[src/rtl/int_alu_pkg.sv]
package int_alu_pkg;

    localparam int XLEN_DEF = 32;
    localparam int OP_W     = 4;

    typedef enum logic [OP_W-1:0] {
        ALU_ADD  = 4'd0,
        ALU_SUB  = 4'd1,
        ALU_SLT  = 4'd2,
        ALU_SLTU = 4'd3,
        ALU_XOR  = 4'd4,
        ALU_OR   = 4'd5,
        ALU_AND  = 4'd6,
        ALU_SLL  = 4'd7,
        ALU_SRL  = 4'd8,
        ALU_SRA  = 4'd9
    } alu_op_e;

    typedef struct packed {
        logic lt_signed;
        logic lt_unsigned;
    } cmp_flags_t;

    function automatic logic op_is_compare(input alu_op_e op);
        return (op == ALU_SLT) || (op == ALU_SLTU);
    endfunction

endpackage

[src/rtl/int_alu_addsub.sv]
module int_alu_addsub #(
    parameter int W = 32
) (
    input  logic [W-1:0] a,
    input  logic [W-1:0] b,
    output logic [W-1:0] sum,
    output logic [W-1:0] diff,
    output logic         borrow
);
    logic [W:0] diff_ext;

    // Wrap-around sum: the carry out is discarded on purpose.
    assign sum      = a + b;
    assign diff_ext = {1'b0, a} - {1'b0, b};
    assign diff     = diff_ext[W-1:0];
    assign borrow   = diff_ext[W];
endmodule

[src/rtl/int_alu_cmp.sv]
module int_alu_cmp
    import int_alu_pkg::*;
#(
    parameter int W = 32
) (
    input  logic [W-1:0] a,
    input  logic [W-1:0] b,
    output cmp_flags_t   flags
);
    assign flags.lt_signed   = $signed(a) < $signed(b);
    assign flags.lt_unsigned = a < b;
endmodule

[src/rtl/int_alu_logic.sv]
module int_alu_logic #(
    parameter int W = 32
) (
    input  logic [W-1:0] a,
    input  logic [W-1:0] b,
    output logic [W-1:0] x_out,
    output logic [W-1:0] o_out,
    output logic [W-1:0] n_out
);
    assign x_out = a ^ b;
    assign o_out = a | b;
    assign n_out = a & b;

    always_comb begin
        a_r5_xor_consistent: assert (x_out == (o_out & ~n_out));
    end
endmodule

[src/rtl/int_alu_shift.sv]
module int_alu_shift #(
    parameter int W = 32,
    localparam int SHW = $clog2(W)
) (
    input  logic [W-1:0]   a,
    input  logic [SHW-1:0] shamt,
    input  logic           dir_left,
    input  logic           arith,
    output logic [W-1:0]   res
);
    logic           fill;
    logic [W-1:0]   a_rev;
    logic [W-1:0]   out_rev;
    logic [W-1:0]   stage [0:SHW];

    // A left shift is done as a right shift of the bit-reversed word.
    assign fill = arith & ~dir_left & a[W-1];

    always_comb begin
        for (int i = 0; i < W; i++) a_rev[i] = a[W-1-i];
    end

    assign stage[0] = dir_left ? a_rev : a;

    for (genvar s = 0; s < SHW; s++) begin : g_stage
        localparam int STEP = 1 << s;
        assign stage[s+1] = shamt[s] ? {{STEP{fill}}, stage[s][W-1:STEP]} : stage[s];
    end

    always_comb begin
        for (int i = 0; i < W; i++) out_rev[i] = stage[SHW][W-1-i];
    end

    assign res = dir_left ? out_rev : stage[SHW];

    always_comb begin
        if (shamt == '0) begin
            a_r9_zero_amount: assert (res == a);
        end
        if (arith && !dir_left) begin
            a_r8_sign_fill: assert (res[W-1] == a[W-1]);
        end
        if (!arith && !dir_left && shamt != '0) begin
            a_r7_zero_fill: assert (res[W-1] == 1'b0);
        end
        if (dir_left && shamt != '0) begin
            a_r6_zero_fill: assert (res[0] == 1'b0);
        end
    end
endmodule

[src/rtl/int_alu.sv]
module int_alu
    import int_alu_pkg::*;
#(
    parameter int XLEN = XLEN_DEF
) (
    input  logic [OP_W-1:0] op_sel,
    input  logic [XLEN-1:0] opnd_a,
    input  logic [XLEN-1:0] opnd_b,
    output logic [XLEN-1:0] result
);
    localparam int SHW = $clog2(XLEN);

    alu_op_e         op;
    logic [XLEN-1:0] sum, diff, x_r, o_r, n_r, sh_r;
    logic            borrow;
    cmp_flags_t      flags;

    assign op = alu_op_e'(op_sel);

    int_alu_addsub #(.W(XLEN)) u_addsub (
        .a(opnd_a), .b(opnd_b), .sum(sum), .diff(diff), .borrow(borrow)
    );

    int_alu_cmp #(.W(XLEN)) u_cmp (
        .a(opnd_a), .b(opnd_b), .flags(flags)
    );

    int_alu_logic #(.W(XLEN)) u_logic (
        .a(opnd_a), .b(opnd_b), .x_out(x_r), .o_out(o_r), .n_out(n_r)
    );

    int_alu_shift #(.W(XLEN)) u_shift (
        .a(opnd_a),
        .shamt(opnd_b[SHW-1:0]),
        .dir_left(op == ALU_SLL),
        .arith(op == ALU_SRA),
        .res(sh_r)
    );

    always_comb begin
        unique case (op)
            ALU_ADD:  result = sum;
            ALU_SUB:  result = diff;
            ALU_SLT:  result = {{(XLEN-1){1'b0}}, flags.lt_signed};
            ALU_SLTU: result = {{(XLEN-1){1'b0}}, flags.lt_unsigned};
            ALU_XOR:  result = x_r;
            ALU_OR:   result = o_r;
            ALU_AND:  result = n_r;
            ALU_SLL,
            ALU_SRL,
            ALU_SRA:  result = sh_r;
            default:  result = '0;
        endcase
    end

    // Cross-checks between the comparator and the subtractor.
    always_comb begin
        if (opnd_a[XLEN-1] == opnd_b[XLEN-1]) begin
            a_r3_slt_vs_diff: assert (flags.lt_signed == diff[XLEN-1]);
        end
        if (opnd_a[XLEN-1] != opnd_b[XLEN-1]) begin
            a_r3_slt_mixed_sign: assert (flags.lt_signed == opnd_a[XLEN-1]);
        end
        a_r4_sltu_vs_borrow: assert (flags.lt_unsigned == borrow);
        if (op_is_compare(op)) begin
            a_r3_flag_zero_ext: assert (result[XLEN-1:1] == '0);
        end
    end
endmodule

[config.mk]
export PLATFORM = sky130hd
export DESIGN_NAME = int_alu
export DESIGN_NICKNAME = d
export VERILOG_FILES = /design/src/rtl/int_alu_pkg.sv /design/src/rtl/int_alu_addsub.sv /design/src/rtl/int_alu_cmp.sv /design/src/rtl/int_alu_logic.sv /design/src/rtl/int_alu_shift.sv /design/src/rtl/int_alu.sv
export SDC_FILE = /design/constraint.sdc
export NUM_CORES = 1
export LEC_CHECK = 0
export BUFFER_PORTS_ARGS = -buffer_cell sky130_fd_sc_hd__buf_2
export CAP_MARGIN = 0
export CORE_MARGIN = 8
export CORE_UTILIZATION = 38
export DETAILED_ROUTE_END_ITERATION = 6
export PLACE_DENSITY_LB_ADDON = 0.3
export SYNTH_ARGS = -nofsm -noshare
export SYNTH_HDL_FRONTEND = slang
export SYNTH_SLANG_ARGS = --single-unit
export TNS_END_PERCENT = 5
[constraint.sdc]
create_clock -name vclk -period 5.91
set_input_delay 0.8865 -clock vclk [all_inputs]
set_output_delay 0.8865 -clock vclk [all_outputs]
set_load 0.05 [all_outputs]
==> flow_summary.yaml <==
clocking:
  hold_buffers: 0
  post_cts_buffers: 0
  ctsResizeCount: 0
power_and_ir_drop:
  p_switching_uw: 595
  leakage_uw: 0.00370
  clock_power_share: 0
  switching_share: 0.661
  ir_drop_v: 0.0000639
  p_seq_frac: 0
  power_density_nw_per_um2: 112
  intPower_uw: 305
  power_frac_comb: 1.000
place:
  post-place-ws_ns: 0.550
  dp_cells: 1300
  dp_hpwl_mm: 26.4
  routabilityCongestion: 1.05
  io_buffers: 100
worst_setup_path:
  cp_top_family: "compound AO/OA/AOI/OAI gates"
  cp_slowest_cell: "a2111oi_0"
  critPathCaptureType: "output pin"
  critPathKind: "input pin to output pin"
  cp.arrival_ns: 4.62
  crit_start: "opnd_a[15]"
  critical_path_required_ns: 5.02
  cp-start-kind: "input pin"
  critPathMaxFanout: 9
  cpPeakStageDelay_ns: 0.74
  cp_num_buf_inv: 3
  worstPathCellList: "buf_2 -> inv_1 -> ha_1 -> and3_1 -> a31o_2 -> a2111oi_0 -> o211a_1 -> nand2b_1 -> o211ai_1 -> a311o_1 -> a211o_1 -> nand3_1 -> buf_2"
  critPathMostFrequentCell: "buf_2"
final_layout:
  multi_input_area_um2: 6670
  area_growth_pct: 10.6
  antenna_cells: 0
  drive_gt1_frac: 0.189
  fillers: 1985
  n_clock_buffer: 0
  seq_area_um2: 0
  layout.nets: 1234
  fin_cells: 1300
  final_util: 0.430
  nFlopsAndLatches: 0
timing:
  finalSetupViolCount: 0
  worstMarginPinSlew_ns: 1.03
  fin_ws_ns: 0.408
  max_slew_margin: 0.308
  timing.final.crit_share: 0.931
  tns_ns: 0
  fin_crit_ns: 5.50
  timing.fmax_mhz: 182
  finalHoldViolCount: 0
  holdWs_ns: 2.51
  slew_viol_final: 0
  rsz0062_at_grt: "false"
global_route:
  grt_max_degree: 39
  gr-total-overflow: 0
  antenna_found_initial: 0
  grt_usage: 0.267
  grt_pass1_vias: 8382
  grt_pass1_wl_mm: 50.5
synthesis:
  yosysMostFrequentCell: "ha_1"
  synth_top_area_frac: 0.165
  yosys_warnings: 0
  ys_seq_area_frac: 0
  syn_avg_cell_area_um2: 7.24
  synthesis.area_um2: 7290
  synth_area_leaders: "ha_1 (16%), mux4_2 (12%), mux2i_1 (7.4%)"
  synthCells: 1007
  yosysTopAreaCell: "ha_1"
  synth_nets: 1173
  synth_cell_types: 72
  synth_common_cells: "ha_1 (96), inv_1 (91), nor2_1 (80)"
drt:
  drc: 0
  routed.top_layer: "met4"
  viasPerCell: 6.76
  antenna_left: 0
  wl_mm: 33.0
  first_pass_iters: 6
  post_drt_wl_per_cell_um: 25.4
  drt-met1-wl_mm: 13.4
  wl_met2_mm: 14.0
  wl_met3_mm: 3.53
  vias: 8784
  initialDrtViolationCount: 1187
worst_hold_path:
  hp-start: "op_sel[1]"
  hold_path.class: "input pin to output pin"
floorplan:
  die_area_um2: 23900
  core_area_um2: 18800
  start_util: 0.388
  num_io_pins: 100
  die-width_um: 154
  fp.dieH_um: 154
  fp-row-count: 50
run_status:
  status: "complete, no violations"
job:
  maxCapViolCount: 0
## tightest hold or removal path, delay by kind of cell
kind | cells | cell delay, ns
buf+inv | 2 | 0.42
compound gates | 2 | 0.18
simple gates | 2 | 0.13
## cells in the final DEF (no fill, tap or decap), drive strengths merged, types with 4 or more instances in the layout
| cell type | n |
|---|---|
| nor4 | 4 |
| o2111ai | 5 |
| o31ai | 9 |
| o211a | 5 |
| a22oi | 15 |
| a21oi | 79 |
| a2111oi | 5 |
| ha | 96 |
| mux2 | 5 |
| nand2 | 75 |
| inv | 93 |
| o31a | 4 |
| o21bai | 10 |
| a221oi | 25 |
| a31oi | 12 |
| mux4 | 40 |
| o221ai | 13 |
| xor2 | 5 |
| o21a | 7 |
| nor2b | 4 |
| or4 | 4 |
| a211oi | 16 |
| a221o | 12 |
| and2 | 8 |
| mux2i | 55 |
| nand2b | 8 |
| o21ba | 4 |
| a21o | 16 |
| xnor2 | 16 |
| nand3 | 13 |
| o211ai | 18 |
| and3 | 11 |
| or3 | 7 |
| nand4 | 6 |
| buf | 133 |
| o21ai | 75 |
| or2 | 5 |
| nor3 | 25 |
| nor2 | 80 |
## path summary, 6_finish.rpt
kind / end / slack, ns / depth (start not counted)
setup / recovery: result[28] / 0.41 / 13
hold / removal: result[0] / 2.51 / 6
## layout make-up
type | instances | area share
Timing Repair Buffer | 133 | 0.0928
Tap cell | 234 | 0.0363
Inverter | 93 | 0.0433
Multi-Input combinational cell | 840 | 0.828
## per-stage QoR
stage	cell area, um^2	power (uW)
2_1_floorplan	7290	602
3_3_place_gp	8060	872
3_5_place_dp	8060	871
4_1_cts	8060	875
5_1_grt	8060	955
6_report	8060	900
## power by group through the flow
stage | combinational, uW | clock [uW] | sequential [uW]
after global routing | 955 | 0 | 0
after floorplan | 602 | 0 | 0
final | 900 | 0 | 0
after detailed placement | 871 | 0 | 0
after CTS | 875 | 0 | 0
after global placement | 872 | 0 | 0
## per-layer routing
metal  global-route usage  vias to the layer above
met1                0.361                     4143
met3               0.0387                      117
met4                0.132                        0
met5                    0                        -
li1                     -                     3924
met2                0.409                      600
## logic make-up after synthesis
group                      synth area share
AOI/OAI and AO/OA                     0.334
and+or+nand+nor                       0.174
buffers and inverters                0.0891
muxes                                 0.207
adders and majority gates             0.170
xor gates and xnor gates             0.0252
Note: power is estimated with default switching activity, not from simulation.
